## config.mk

```make
export PLATFORM = sky130hd
export DESIGN_NAME = rst_sequencer
export DESIGN_NICKNAME = d
export VERILOG_FILES = /design/src/rtl/rstseq_pkg.sv /design/src/rtl/rstseq_deglitch.sv /design/src/rtl/rstseq_phase_ctrl.sv /design/src/rtl/rst_sequencer.sv
export SDC_FILE = /design/constraint.sdc
export NUM_CORES = 1
export LEC_CHECK = 0
export BUFFER_PORTS_ARGS = -buffer_cell sky130_fd_sc_hd__buf_4
export CAP_MARGIN = 20
export CORE_ASPECT_RATIO = 1.5
export CORE_MARGIN = 2
export CORE_UTILIZATION = 35
export DETAILED_ROUTE_END_ITERATION = 12
export PLACE_DENSITY = 0.69
export SYNTH_ARGS = -nofsm -noshare
export SYNTH_HDL_FRONTEND = slang
export SYNTH_HIERARCHICAL = 1
export SYNTH_SLANG_ARGS = --single-unit
```

## constraint.sdc

```tcl
create_clock -name clk -period 2.5 [get_ports clk]
set_clock_uncertainty 0.05 [all_clocks]
set_input_delay 0.375 -clock clk [delete_from_list [all_inputs] [get_ports clk]]
set_output_delay 0.375 -clock clk [all_outputs]
set_load 0.02 [all_outputs]
```

## src/rtl/rstseq_pkg.sv

```systemverilog
package rstseq_pkg;
    typedef enum logic [1:0] {
        SEQ_HOLD   = 2'd0,
        SEQ_SETTLE = 2'd1,
        SEQ_FETCH  = 2'd2,
        SEQ_RUN    = 2'd3
    } seq_state_e;
endpackage

```

## src/rtl/rstseq_deglitch.sv

```systemverilog
module rstseq_deglitch #(
    parameter int FILT_CYCLES = 4
) (
    input  logic clk,
    input  logic rst_n,
    input  logic level_i,
    output logic accept_o
);
    localparam int FW = $clog2(FILT_CYCLES + 1);

    typedef struct packed {
        logic [FW-1:0] run_len;
    } filt_t;

    filt_t filt_d, filt_q;

    always_comb begin
        filt_d = filt_q;
        if (!level_i) begin
            filt_d.run_len = '0;
        end else if (filt_q.run_len != FW'(FILT_CYCLES)) begin
            filt_d.run_len = filt_q.run_len + 1'b1;
        end
    end

    always_ff @(posedge clk or negedge rst_n) begin
        if (!rst_n) filt_q <= '0;
        else        filt_q <= filt_d;
    end

    assign accept_o = level_i && (filt_q.run_len >= FW'(FILT_CYCLES - 1));

    // an accepted level has been high for at least two sampled edges
    assert_accept_held_R3: assert property (@(posedge clk) disable iff (!rst_n)
        accept_o |-> (level_i && $past(level_i)));
endmodule

```

## src/rtl/rstseq_phase_ctrl.sv

```systemverilog
module rstseq_phase_ctrl
    import rstseq_pkg::*;
#(
    parameter int HOLD_LEN   = 247,
    parameter int SETTLE_LEN = 512,
    parameter int CW         = 10
) (
    input  logic          clk,
    input  logic          rst_n,
    input  logic          req_i,
    output seq_state_e    state_o,
    output logic [CW-1:0] cnt_o
);
    localparam int FETCH_LEN = 2;

    typedef struct packed {
        seq_state_e    st;
        logic [CW-1:0] cnt;
    } ctrl_t;

    ctrl_t ctrl_d, ctrl_q;

    always_comb begin
        ctrl_d = ctrl_q;
        if (req_i) begin
            ctrl_d.st  = SEQ_HOLD;
            ctrl_d.cnt = '0;
        end else begin
            unique case (ctrl_q.st)
                SEQ_HOLD: begin
                    if (ctrl_q.cnt == CW'(HOLD_LEN - 1)) begin
                        ctrl_d.st  = SEQ_SETTLE;
                        ctrl_d.cnt = '0;
                    end else begin
                        ctrl_d.cnt = ctrl_q.cnt + 1'b1;
                    end
                end
                SEQ_SETTLE: begin
                    if (ctrl_q.cnt == CW'(SETTLE_LEN - 1)) begin
                        ctrl_d.st  = SEQ_FETCH;
                        ctrl_d.cnt = '0;
                    end else begin
                        ctrl_d.cnt = ctrl_q.cnt + 1'b1;
                    end
                end
                SEQ_FETCH: begin
                    if (ctrl_q.cnt == CW'(FETCH_LEN - 1)) begin
                        ctrl_d.st  = SEQ_RUN;
                        ctrl_d.cnt = '0;
                    end else begin
                        ctrl_d.cnt = ctrl_q.cnt + 1'b1;
                    end
                end
                default: begin
                    ctrl_d.cnt = '0;
                end
            endcase
        end
    end

    always_ff @(posedge clk or negedge rst_n) begin
        if (!rst_n) begin
            ctrl_q.st  <= SEQ_HOLD;
            ctrl_q.cnt <= '0;
        end else begin
            ctrl_q <= ctrl_d;
        end
    end

    assign state_o = ctrl_q.st;
    assign cnt_o   = ctrl_q.cnt;

    // any request lands the sequencer at the start of the hold phase
    assert_restart_hold_R8: assert property (@(posedge clk) disable iff (!rst_n)
        req_i |=> (ctrl_q.st == SEQ_HOLD && ctrl_q.cnt == '0));
endmodule

```

## src/rtl/rst_sequencer.sv

```systemverilog
module rst_sequencer
    import rstseq_pkg::*;
#(
    parameter int          SETTLE_CYCLES = 120,
    parameter int          EXTRA_CYCLES  = 127,
    parameter int          STAB_CYCLES   = 512,
    parameter int          FILT_CYCLES   = 4,
    parameter int          ADDR_W        = 16,
    parameter logic [15:0] VECTOR_BASE   = 16'hFFFE
) (
    input  logic              clk,
    input  logic              rst_n,
    input  logic              low_vdd_i,
    input  logic              wdog_uf_i,
    output logic              core_rst_o,
    output logic              vec_fetch_o,
    output logic [ADDR_W-1:0] vec_addr_o,
    output logic              run_o,
    output logic              reset_by_wdog_o
);
    localparam int HOLD_LEN = SETTLE_CYCLES + EXTRA_CYCLES;
    localparam int MAX_LEN  = (HOLD_LEN > STAB_CYCLES) ? HOLD_LEN : STAB_CYCLES;
    localparam int CW       = $clog2(MAX_LEN + 1);

    logic          vdd_accept;
    logic          seq_req;
    seq_state_e    seq_state;
    logic [CW-1:0] seq_cnt;

    typedef struct packed {
        logic by_wdog;
    } cause_t;

    cause_t cause_d, cause_q;

    rstseq_deglitch #(
        .FILT_CYCLES(FILT_CYCLES)
    ) u_deglitch (
        .clk     (clk),
        .rst_n   (rst_n),
        .level_i (low_vdd_i),
        .accept_o(vdd_accept)
    );

    assign seq_req = vdd_accept || wdog_uf_i;

    rstseq_phase_ctrl #(
        .HOLD_LEN  (HOLD_LEN),
        .SETTLE_LEN(STAB_CYCLES),
        .CW        (CW)
    ) u_phase (
        .clk    (clk),
        .rst_n  (rst_n),
        .req_i  (seq_req),
        .state_o(seq_state),
        .cnt_o  (seq_cnt)
    );

    always_comb begin
        cause_d = cause_q;
        if (vdd_accept)     cause_d.by_wdog = 1'b0;
        else if (wdog_uf_i) cause_d.by_wdog = 1'b1;
    end

    always_ff @(posedge clk or negedge rst_n) begin
        if (!rst_n) cause_q <= '0;
        else        cause_q <= cause_d;
    end

    always_comb begin
        core_rst_o      = (seq_state == SEQ_HOLD);
        vec_fetch_o     = (seq_state == SEQ_FETCH);
        run_o           = (seq_state == SEQ_RUN);
        reset_by_wdog_o = cause_q.by_wdog;
        vec_addr_o      = '0;
        if (seq_state == SEQ_FETCH)
            vec_addr_o = ADDR_W'(VECTOR_BASE) + ADDR_W'(seq_cnt[0]);
    end

    // reset state of the outputs
    always_comb begin
        if (!rst_n) begin
            assert_reset_outputs_R1: assert (core_rst_o && !vec_fetch_o && !run_o);
        end
    end

    // watchdog pulse raises the internal reset one cycle later
    assert_wdog_starts_R2: assert property (@(posedge clk) disable iff (!rst_n)
        wdog_uf_i |=> core_rst_o);

    // a supply flag that only just rose cannot disturb the run state
    assert_spike_ignored_R3: assert property (@(posedge clk) disable iff (!rst_n)
        (run_o && low_vdd_i && !$past(low_vdd_i) && !wdog_uf_i) |=> run_o);

    // hold phase ends only at its final count
    assert_hold_length_R4: assert property (@(posedge clk) disable iff (!rst_n)
        $fell(core_rst_o) |-> ($past(seq_cnt) == CW'(HOLD_LEN - 1)));

    // fetch begins only after the full settle phase
    assert_settle_length_R5: assert property (@(posedge clk) disable iff (!rst_n)
        $rose(vec_fetch_o) |-> ($past(seq_state) == SEQ_SETTLE &&
                                $past(seq_cnt) == CW'(STAB_CYCLES - 1)));

    // the low vector byte is followed by the high one
    assert_fetch_order_R6: assert property (@(posedge clk) disable iff (!rst_n)
        (vec_fetch_o && !vec_addr_o[0] && !seq_req) |=> (vec_fetch_o && vec_addr_o[0]));

    // run holds while no request arrives
    assert_run_sticky_R7: assert property (@(posedge clk) disable iff (!rst_n)
        (run_o && !seq_req) |=> run_o);

    // supply monitor wins the cause flag
    assert_cause_priority_R9: assert property (@(posedge clk) disable iff (!rst_n)
        vdd_accept |=> !reset_by_wdog_o);

    // phase indicators are mutually exclusive
    assert_onehot_phase_R10: assert property (@(posedge clk) disable iff (!rst_n)
        $onehot0({core_rst_o, vec_fetch_o, run_o}));
endmodule

```

=== Word-level counts from Yosys, hierarchy flattened ===
Index checks and enable logic that the tools add are counted.

* $lt $le $gt $ge: 1
* Multiplexer cells: 14
* Add/sub/neg operators: 3
* Eq/ne operators: 11
* Reductions and logical operators: 6

{| class="wikitable"
|+ Operators with widths
! operator !! number
|-
| $mux W10 || 3
|-
| $pmux W10 S3 || 1
|-
| $mux W16 || 1
|-
| $mux W12 || 1
|-
| $add A10 B1 Y10 const B || 1
|-
| $eq A10 B1 Y1 const B || 1
|-
| $eq A10 B8 Y1 const B || 1
|-
| $eq A10 B9 Y1 const B || 1
|-
| $mux W2 || 3
|-
| $mux W3 || 2
|-
| $ne A3 B1 Y1 const B || 2
|-
| $pmux W2 S3 || 1
|-
| $eq A2 B2 Y1 const B || 2
|-
| $reduce_and A4 Y1 || 1
|-
| $reduce_bool A4 Y1 || 1
|-
| $add A2 B2 Y3 const A || 1
|-
| $add A3 B1 Y3 const B || 1
|-
| $ge A3 B2 Y1 const B || 1
|-
| $ne A3 B2 Y1 const B || 1
|-
| $ne A3 B3 Y1 const B || 1
|-
| $eq A2 B1 Y1 const B || 1
|-
| $logic_not A2 Y1 || 1
|-
| $mux W1 || 2
|-
| $ne A2 B1 Y1 const B || 1
|-
| 3 further kinds || 3
|}

* Bits of input ports: 4
* Register bits: 16
* Word-level logic and storage cells: 39
* Output and inout bits: 20

=== Longest topological paths before layout ===
Gate-level depths: netlist (run 1).

* Word-level depth: 5
* Gate-level depth with buffers: 9
* Depth with buffers taken out: 9

=== Modules after synthesis ===
Netlist (run 1), hierarchy kept.

{| class="wikitable"
|+ By module, submodules not included
! module !! seq. area each (sq um) !! times used !! area an instance (sq um) !! cells each
|-
| rstseq_phase_ctrl || 300.3 || 1 || 749.5 || 71
|-
| rstseq_deglitch || 75.1 || 1 || 187.7 || 19
|-
| rst_sequencer || 25.0 || 1 || 183.9 || 22
|}

=== Worst setup path after synthesis (run 1) ===
No wires, ideal clock.

* Kind: register to register
* Start point: register u_deglitch/filt_q[0] (netlist bit)
* End point: register u_phase.ctrl_q (netlist bit u_phase/state_o[1])
* Required time: 2346 ps
* Library setup time: 104 ps
* Cell stages (with the launch flop): 9
* Slack: 187 ps
* Clock period less this slack: 2313 ps
* Arrival: 2159 ps
* Path buffers: 0
* Cells stage by stage: dfrtp_1 ha_1 ha_1 a211oi_1 nor2b_1 or2_1 or3b_2 or4_1 o311ai_1

* Longest elaborated chain between the ends: 5
* Elaborated cells between the ends (all ways): 9
* Those cells by class: 1 x order compare; 3 x eq/ne; 1 x mux; 4 x reduce/logical

{| class="wikitable"
|+ RTL lines
! item !! line !! source
|-
| from (decl) || rstseq_deglitch.sv:15 || <nowiki>filt_t filt_d, filt_q;</nowiki>
|-
| from (signal assigned) || rstseq_deglitch.sv:28 || <nowiki>else filt_q <= filt_d;</nowiki>
|-
| $ge A3 B2 Y1 * || rstseq_deglitch.sv:31 || <nowiki>assign accept_o = level_i && (filt_q.run_len >= FW'(FILT_CYCLES - 1));</nowiki>
|-
| $logic_and A1 B1 Y1 * || rstseq_deglitch.sv:31 ||
|-
| named net vdd_accept || rst_sequencer.sv:25 || <nowiki>logic vdd_accept;</nowiki>
|-
| $logic_or A1 B1 Y1 * || rst_sequencer.sv:45 || <nowiki>assign seq_req = vdd_accept || wdog_uf_i;</nowiki>
|-
| named net seq_req || rst_sequencer.sv:26 || <nowiki>logic seq_req;</nowiki>
|-
| $ne A3 B2 Y1 (no line) (tied with other cells) || -- ||
|-
| $reduce_and A4 Y1 (no line) || -- ||
|-
| to (signal assigned) || rstseq_phase_ctrl.sv:66 || <nowiki>ctrl_q <= ctrl_d;</nowiki>
|-
| to (decl) || rstseq_phase_ctrl.sv:21 || <nowiki>ctrl_t ctrl_d, ctrl_q;</nowiki>
|}

The timed path passes the listed nets; every way through them passes the cells marked *.
A chain may end at the register's enable or synchronous reset.

=== Final worst setup path (run 1) ===
Ends and elaborated chain as after synthesis.

==> key figures, run 1 <==
Status
  – Status: complete, no violations

Yosys
  – Area leader, netlist: dfrtp_1
  – Register bit count reported by yosys: 16
  – Main synth FF type: dfrtp_1
  – Seq/Total Area, Yosys: 35.71%
  – Synth async-reset ratio: 100.0%
  – Synth Instances: 112
  – Syn_area_per_cell: 10.01 µm²
  – Distinct cells, synth: 39
  – Post-synth EDFFs: 0
  – Post-Syn Nets: 126
  – Post-synth top area share: 35.71%
  – Mapped Area: 1121 µm²
  – Area contributors post-synth: dfrtp_1 (36%), ha_1 (11%), buf_4 (10%)
  – Yosys warns: 6

STA
  – Worst hold margin: 0.3099 ns
  – Worst Tran Pin Value: 0.4987 ns
  – Final hold vios: 0
  – Final setup viols: 0
  – Max Freq: 419.9 MHz
  – Min cycle time layout: 2.381 ns
  – Final Max Slew Viols: 0
  – Fin crit share: 95.26%
  – Unrepaired setup endpoints after global routing: no
  – Post-route setup TNS: 0 ns
  – Final worst slack: 0.1186 ns
  – Max-slew headroom: 66.45%

Layout
  – Most frequent cells in the layout: buf_4 (27), dfrtp_1 (16), nor2_1 (13)
  – Fillers: 296
  – Area delta synth->final: 19.20%
  – Design Area, Final: 1336 µm²
  – Utilization after layout: 43.15%
  – Ant diodes: 0
  – Layout Cells excl Fill: 168
  – Final nets: 144
  – Most common cell after layout, fill and taps aside: buf_4
  – Fraction of layout cells with a size suffix above 1: 35.16%

Worst setup path
  – Worst R2R Path Depth: 9
  – Top delay family on crit path: simple AND/OR/NAND/NOR gates
  – Slowest cell on crit path: nor4_1
  – CP Cell Sequence: ha_2 > ha_1 > a211oi_2 > nor2b_1 > or2_4 > nor4_1 > or3b_4 > or4_4 > o311ai_2
  – Critical path class: reg2reg
  – Worst stage delay on the critical path: 0.48 ns
  – Crit path buf inv count: 0
  – Startpoint types: flip-flop
  – Crit path DAT: 2.45 ns
  – R2R setup slack: 0.12 ns
  – Worst setup EP type: flip-flop
  – CP Launch Point: u_deglitch/filt_q[0]
  – Worst Path Required: 2.57 ns
  – R2r endpoint: u_phase/state_o[1]
  – Worst-path maximum fanout: 5
  – Reg-to-Reg Start: u_deglitch/filt_q[0]

CTS
  – CTS Buf Count: 3
  – Reg clk slew, reported paths: 0.06 ns
  – H-Tree Depth: 1
  – Clk_lat worst skew: 0.25 ns
  – CTS Root Cell: clkbuf_8
  – CTS Sinks: 16
  – CTS Buffer Depth: 2
  – TritonCTS clock tree: built

Placed design
  – Final HPWL DP: 1485 µm
  – IO buf count: 23
  – Dpl cells: 160
  – Pre-CTS setup slack: 0.06032 ns
  – DP Area: 1231 µm²
  – Routability cong.: 0.7703

Power and ir drop
  – Pwr/cell area: 585.2 nW/µm²
  – Overall power: 782.0 µW
  – Peak supply drop: 334.4 µV
  – Pleak: 0.6608 nW

Detailed routing
  – Per-cell routed wire length: 11.88 µm
  – Via density per instance: 4.798
  – Residual DRC: 0
  – Final antenna-violating net count: 0
  – Initial drt markers: 12
  – Detailed Routing Iterations Pass 1: 3
  – DR vias: 806
  – Overall routed net length: 1995 µm

Global routing
  – Largest net degree at the start of global routing: 17
  – GRT Util Overall: 11.31%
  – Global-route wire length before repair: 3180 µm
  – Initial antenna violation count: 0
  – GRT overflow: 0
  – Vias in the first global route: 747

Hold path
  – Worst hold endpoint: u_deglitch/filt_q[0]
  – Hold Path Class: in2reg
  – Hold path startpoint: low_vdd_i
  – Worst hold stages: 2

Floorplan
  – Core Area: 3097 µm²
  – Row count: 25
  – Chip width: 50.21 µm
  – Die Height: 73.32 µm
  – IO Pins: 24
  – Initial Utilization: 36.20%
  – Die area: 3681 µm²

Job
  – Max-cap violations: 0
worst register-to-register path, cell delays in order, from the launching register on:
cell and delay [ns]:
dfrtp_1 0.42, ha_2 0.20, ha_1 0.18, a211oi_2 0.20
nor2b_1 0.08, or2_4 0.26, nor4_1 0.48, or3b_4 0.21
or4_4 0.11, o311ai_2 0.08
timing repair:
action                     4_1_cts  5_1_grt
setup buffers                    0        4
setup endpoints to repair        0        1
hold endpoints to repair        16        0
hold buffers                     1        0
gates resized for setup          0        6
cell families (layout without fill, tap and decap cells):
family	after synthesis	after routing	share of synthesized area [%]
simple gates	41	41	20.76
buf+inv	23	39	12.72
flops	16	16	35.71
compound gates	13	13	12.50
fa+ha+maj	10	10	11.16
xor+xnor	8	8	6.249
mux	1	1	0.8929
area by class of cell:
class	instances	area (µm²)	area share, %
multi-input combinational	73	601.8	45.04
clock buffer	3	41.29	3.090
tap	40	50.05	3.745
timing repair buffer	28	212.7	15.92
sequential	16	400.4	29.96
inverter	8	30.03	2.247
sequential cells by signal (all words and copies together) (netlist names):
signal / cells
u_deglitch/filt_q: 3
u_phase/state_o: 2
reset_by_wdog_o: 1
u_phase/cnt_o: 10
worst max-delay path by stage:
stage | to | cells past startpoint | slack (ns)
6_report | u_phase/state_o[1] | 9 | 0.12
5_1_grt | u_phase/state_o[1] | 9 | 0.04
4_1_cts | u_phase/state_o[1] | 8 | 0.05
3_5_place_dp | u_phase/state_o[1] | 8 | 0.06
3_3_place_gp | u_phase/state_o[1] | 8 | 0.15
2_1_floorplan | u_phase/state_o[1] | 8 | 0.19
synthesized netlist by cell type, types with 2 or more instances:
master and n:
dfrtp_1 16, buf_4 15, nor2_1 13, ha_1 10
inv_1 8, nand2_1 6, xnor2_1 4, xor2_1 4
a21oi_1 2, and3_1 2, nand3_1 2, nand4_1 2
nor4_1 2
layer usage:
metal,up-vias,GRT usage [%],wire [µm]
li1,403,-,-
met1,379,12.10,824
met2,22,20.61,1065
met3,2,1.220,89
met4,0,7.407,17
met5,-,0,0
power breakdown:
| part | internal (mW) | switching, mW |
|---|---|---|
| clock | 0.107 | 0.0831 |
| combinational | 0.127 | 0.120 |
| sequential | 0.297 | 0.0482 |
Note: power is estimated with default switching activity, not from simulation.
==> run 2: changes to the inputs <==
- PLACE_DENSITY: 0.69 -> 0.67
- REMOVE_ABC_BUFFERS: not set -> 1
- clock period: 2.5 -> 2.8 ns (I/O delays scaled with it)
==> run 2 against run 1 <==
  * Die area did not move
  * Routed wire length fell by 0.65%
  * Critical endpoint unchanged
  * Via count fell by 1.7%
  * Clock power rose by 6%
  * Non-clock buffer count fell by 4
  * Combinational power fell by 23%
  * Global-route usage rose by 0.29 points
  * Final area fell by 3.0%
  * Clock-buffer cell count rose by 1
  * Critical path depth fell by 1
==> key figures, run 2 (same netlist as run 1, synthesis figures left out) <==
Layout
  – Most common cell after layout, fill and taps aside: buf_4
  – Design Area, Final: 1296 µm²
  – Ant diodes: 0
  – Area delta synth->final: 15.62%
  – Largest register FFs: 10
  – Most frequent cells in the layout: buf_4 (23), dfrtp_1 (16), nor2_1 (13)
  – Fraction of layout cells with a size suffix above 1: 29.60%
  – Layout Cells excl Fill: 165
  – Final nets: 140

Placed design
  – Routability cong.: 0.7738
  – Pre-CTS setup slack: 0.3475 ns
  – DP Area: 1231 µm²
  – Final HPWL DP: 1572 µm
  – IO buf count: 23
  – Dpl cells: 160

Detailed routing
  – Via density per instance: 4.800
  – Initial drt markers: 25
  – Overall routed net length: 1982 µm
  – DR vias: 792
  – Final antenna-violating net count: 0
  – Per-cell routed wire length: 12.01 µm
  – Residual DRC: 0
  – Detailed Routing Iterations Pass 1: 4

CTS
  – TritonCTS clock tree: built
  – CTS Buffer Depth: 2
  – Resize count post-CTS: 0
  – Reg clk slew, reported paths: 0.07 ns
  – Clk_lat worst skew: 0.25 ns
  – CTS Buf Count: 3
  – H-Tree Depth: 1
  – CTS Sinks: 16
  – CTS Root Cell: clkbuf_8

Worst setup path
  – Critical path class: reg2reg
  – R2r endpoint: u_phase/state_o[1]
  – Reg-to-Reg Start: u_deglitch/filt_q[0]
  – R2R setup slack: 0.35 ns
  – Crit path DAT: 2.55 ns
  – Worst-path maximum fanout: 5
  – Worst setup EP type: flip-flop
  – Worst Path Required: 2.89 ns
  – Startpoint types: flip-flop
  – Worst R2R Path Depth: 8

Global routing
  – GRT overflow: 0
  – Largest net degree at the start of global routing: 17
  – GRT Util Overall: 11.60%
  – Global-route wire length before repair: 3353 µm
  – Initial antenna violation count: 0
  – Vias in the first global route: 821

STA
  – Min cycle time layout: 2.452 ns
  – Final hold vios: 0
  – Worst hold margin: 0.3576 ns
  – Max-slew headroom: 70.00%
  – Post-route setup TNS: 0 ns
  – Unrepaired setup endpoints after global routing: no
  – Final worst slack: 0.3476 ns
  – Worst Tran Pin Value: 0.4459 ns
  – Final Max Slew Viols: 0
  – Final setup viols: 0
  – Fin crit share: 87.59%
  – Max Freq: 407.8 MHz

Floorplan
  – Row count: 25
  – Die Height: 73.32 µm
  – Initial Utilization: 36.20%
  – IO Pins: 24
  – Core Area: 3097 µm²
  – Chip width: 50.21 µm
  – Die area: 3681 µm²

Power and ir drop
  – Pwr/cell area: 538.5 nW/µm²
  – Sw Pwr: 216.8 µW
  – Internal power: 481.2 µW
  – Sequential share of power: 43.9%
  – Pleak: 0.6421 nW
  – Comb pwr share: 27.4%
  – Peak supply drop: 427.2 µV
  – Clock power share: 28.8%
  – Switching Share: 31.06%

Hold path
  – Worst hold endpoint: reset_by_wdog_o
  – Worst hold stages: 2
  – Hold path startpoint: wdog_uf_i
  – Hold Path Class: in2reg

Status
  – Status: complete, no violations

Job
  – Max-cap violations: 0
## run 2: cell count changes in the layout (fill, tap and decap cells not counted), sizes merged
cell and delta:
clkbuf +1, buf -4
## run 2: stage by stage
step                utilization, %  total power, mW
CTS                          41.86           0.7062
finish                       41.86           0.6980
global placement             39.76           0.4935
detailed placement           39.76           0.5037
global route                 41.86           0.7467
floorplan                        -           0.4412
## run 2: cell type report
type	instances	area [µm²]
fillers	299	1800
multi-input cells	73	578.1
repair buffers	24	182.7
well taps	40	50.05
flip-flops and latches	16	400.4
inverters	8	30.03
clock buffers	4	55.05
## run 2: timing repair
action | CTS | global route
setup buffers | 0 | 0
hold buffers | 1 | 0
hold endpoints to repair | 16 | 0
## run 2: critical path, cell delays in order, from the launching register on
cell and delay, ns:
dfrtp_1 0.41, ha_1 0.21, ha_1 0.17, a211oi_1 0.17, nor2b_1 0.08, or2_1 0.28, or3b_2 0.48, or4_1 0.41
o311ai_1 0.09
## run 2: worst max-delay path by stage
stage	startpoint	to	slack [ns]
after global routing	u_deglitch/filt_q[0]	u_phase/state_o[1]	0.23
after CTS	u_deglitch/filt_q[0]	u_phase/state_o[1]	0.34
final	u_deglitch/filt_q[0]	u_phase/state_o[1]	0.35
after detailed placement	u_deglitch/filt_q[0]	u_phase/state_o[1]	0.35
after floorplan	u_deglitch/filt_q[0]	u_phase/state_o[1]	0.49
after global placement	u_deglitch/filt_q[0]	u_phase/state_o[1]	0.41
## run 2: layer usage
| metal | global-route usage, % | up-vias | part of all wire (%) |
|---|---|---|---|
| met3 | 1.220 | 2 | 1.7 |
| met4 | 4.012 | 0 | 0.25 |
| met1 | 12.71 | 385 | 43 |
| li1 | - | 397 | - |
| met5 | 0 | - | 0 |
| met2 | 22.51 | 8 | 55 |
## run 2: power by group through the flow
stage	Combinational (mW)	Sequential [mW]	Clock, mW
final	0.191	0.306	0.201
after global routing	0.218	0.313	0.215
after CTS	0.194	0.308	0.205
after detailed placement	0.192	0.312	0
after global placement	0.185	0.309	0
after floorplan	0.131	0.310	0
==> run 3: changes to the inputs <==
- CORE_MARGIN: 2 -> 5
- PLACE_DENSITY: 0.67 -> not set
- PLACE_DENSITY_LB_ADDON: not set -> 0.25
==> run 3 against run 2 <==
  * First-iteration DRC count unchanged
  * Sequential power is essentially flat
  * Via count is 0.13% lower
  * Worst setup slack got worse by 0.069 ns
  * Combinational power is 2% higher
==> key figures, run 3 (same netlist as run 1, synthesis figures left out) <==
Status
  – Status: complete, no violations

Layout
  – Area delta synth->final: 15.62%
  – Final nets: 140
  – Ant diodes: 0
  – Area of the multi-input gates: 578.1 µm²
  – Fillers: 321
  – FF/Latch Area: 400.4 µm²
  – Fraction of layout cells with a size suffix above 1: 29.60%
  – Largest register FFs: 10
  – Most frequent cells in the layout: buf_4 (23), dfrtp_1 (16), nor2_1 (13)
  – Most common cell after layout, fill and taps aside: buf_4

CTS
  – Clk_lat worst skew: 0.25 ns
  – CTS Buffer Depth: 2
  – Reg clk slew, reported paths: 0.07 ns
  – H-Tree Depth: 1
  – TritonCTS clock tree: built
  – CTS Root Cell: clkbuf_8
  – CTS Sinks: 16
  – Post-CTS setup buffer count: 0
  – CTS Buf Count: 3
  – Resize count post-CTS: 0

Floorplan
  – Initial Utilization: 35.84%
  – IO Pins: 24
  – Die Height: 79.32 µm
  – Chip width: 56.21 µm
  – Row count: 25
  – Die area: 4458 µm²
  – Core Area: 3128 µm²

Worst setup path
  – Worst-path maximum fanout: 5
  – Startpoint types: flip-flop
  – Worst Path Required: 2.90 ns
  – Critical path class: reg2reg
  – Worst setup EP type: flip-flop
  – Crit path DAT: 2.62 ns

Job
  – Max-cap violations: 0

Detailed routing
  – DR vias: 791
  – Initial drt markers: 25
  – Residual DRC: 0
  – Overall routed net length: 2236 µm
  – Via density per instance: 4.794
  – Final antenna-violating net count: 0
  – Detailed Routing Iterations Pass 1: 4
  – Per-cell routed wire length: 13.55 µm

Power and ir drop
  – Pleak: 0.6421 nW
  – Overall power: 711.9 µW
  – Peak supply drop: 369.5 µV
  – Pwr/cell area: 549.2 nW/µm²

Placed design
  – Routability cong.: 0.7821
  – Final HPWL DP: 1763 µm
  – IO buf count: 23

STA
  – Post-route setup TNS: 0 ns
  – Max-slew headroom: 70.26%
  – Worst Tran Pin Value: 0.4421 ns
  – Min cycle time layout: 2.522 ns
  – Fin crit share: 90.06%
  – Unrepaired setup endpoints after global routing: no
  – Max Freq: 396.6 MHz
  – Final hold vios: 0
  – Final setup viols: 0
  – Final Max Slew Viols: 0

Hold path
  – Hold Path Class: in2reg

Global routing
  – Largest net degree at the start of global routing: 17
  – GRT overflow: 0
  – Global-route wire length before repair: 4071 µm
  – GRT Util Overall: 11.35%
  – Vias in the first global route: 894
  – Initial antenna violation count: 0
[run 3: cell counts in the layout (fill, tap and decap cells not counted)]
Identical to the previous run, type by type.
[run 3: worst max-delay path: stages (launching register included)]
cell and delay [ns]:
dfrtp_1 0.42, ha_1 0.22, ha_1 0.17, a211oi_1 0.21
nor2b_1 0.09, or2_1 0.29, or3b_2 0.47, or4_1 0.42
o311ai_1 0.09
[run 3: final timing paths]
path | from | endpoint | slack (ns) | depth (start not counted)
setup reg to reg | u_deglitch/filt_q[0] | u_phase/state_o[1] | 0.28 | 8
max in group asynchronous | rst_n | u_deglitch/filt_q[2] | 1.99 | 2
hold / removal | wdog_uf_i | reset_by_wdog_o | 0.36 | 2
hold reg to reg | reset_by_wdog_o | reset_by_wdog_o | 0.48 | 1
min in group asynchronous | rst_n | u_phase/cnt_o[8] | 0.52 | 2
setup / recovery | u_deglitch/filt_q[0] | u_phase/state_o[1] | 0.28 | 8
[run 3: where the power goes]
| group | switching [mW] | leakage (nW) | internal [mW] | total [mW] |
|---|---|---|---|---|
| Sequential | 0.0437 | 0.215 | 0.265 | 0.309 |
| Combinational | 0.102 | 0.399 | 0.0924 | 0.195 |
| Clock | 0.0835 | 0.0288 | 0.125 | 0.208 |
| Total | 0.230 | 0.642 | 0.482 | 0.712 |
[run 3: per-layer routing]
| layer | track usage, % | part of all wire, % | vias to the layer above |
|---|---|---|---|
| li1 | - | - | 396 |
| met1 | 11.88 | 40 | 387 |
| met2 | 22.37 | 57 | 6 |
| met3 | 1.951 | 2.1 | 2 |
| met4 | 3.563 | 0.45 | 0 |
| met5 | 0 | 0 | - |
[run 3: final cells by class]
class                           instances  area share (%)
Clock buffer                            4           4.247
Inverter                                8           2.317
Multi-Input combinational cell         73           44.59
Sequential cell                        16           30.89
Tap cell                               40           3.861
Timing Repair Buffer                   24           14.09
[run 3: what timing repair did]
item                                    4_1_cts  5_1_grt
endpoints found under the setup margin        0        0
hold endpoints to repair                     16        0
hold buffers                                  1        0
[run 3: through the flow]
stage	utilization (%)	cell area (µm²)	hold WS (ns)	worst slack, ns	cells
after floorplan	-	1008	0.07441	0.4871	97
after global placement	39.36	1231	0.2481	0.4056	160
after detailed placement	39.36	1231	0.2457	0.2945	160
after CTS	41.44	1296	0.3555	0.2817	165
after global routing	41.44	1296	0.3657	0.1104	165
final	41.44	1296	0.3613	0.2784	165
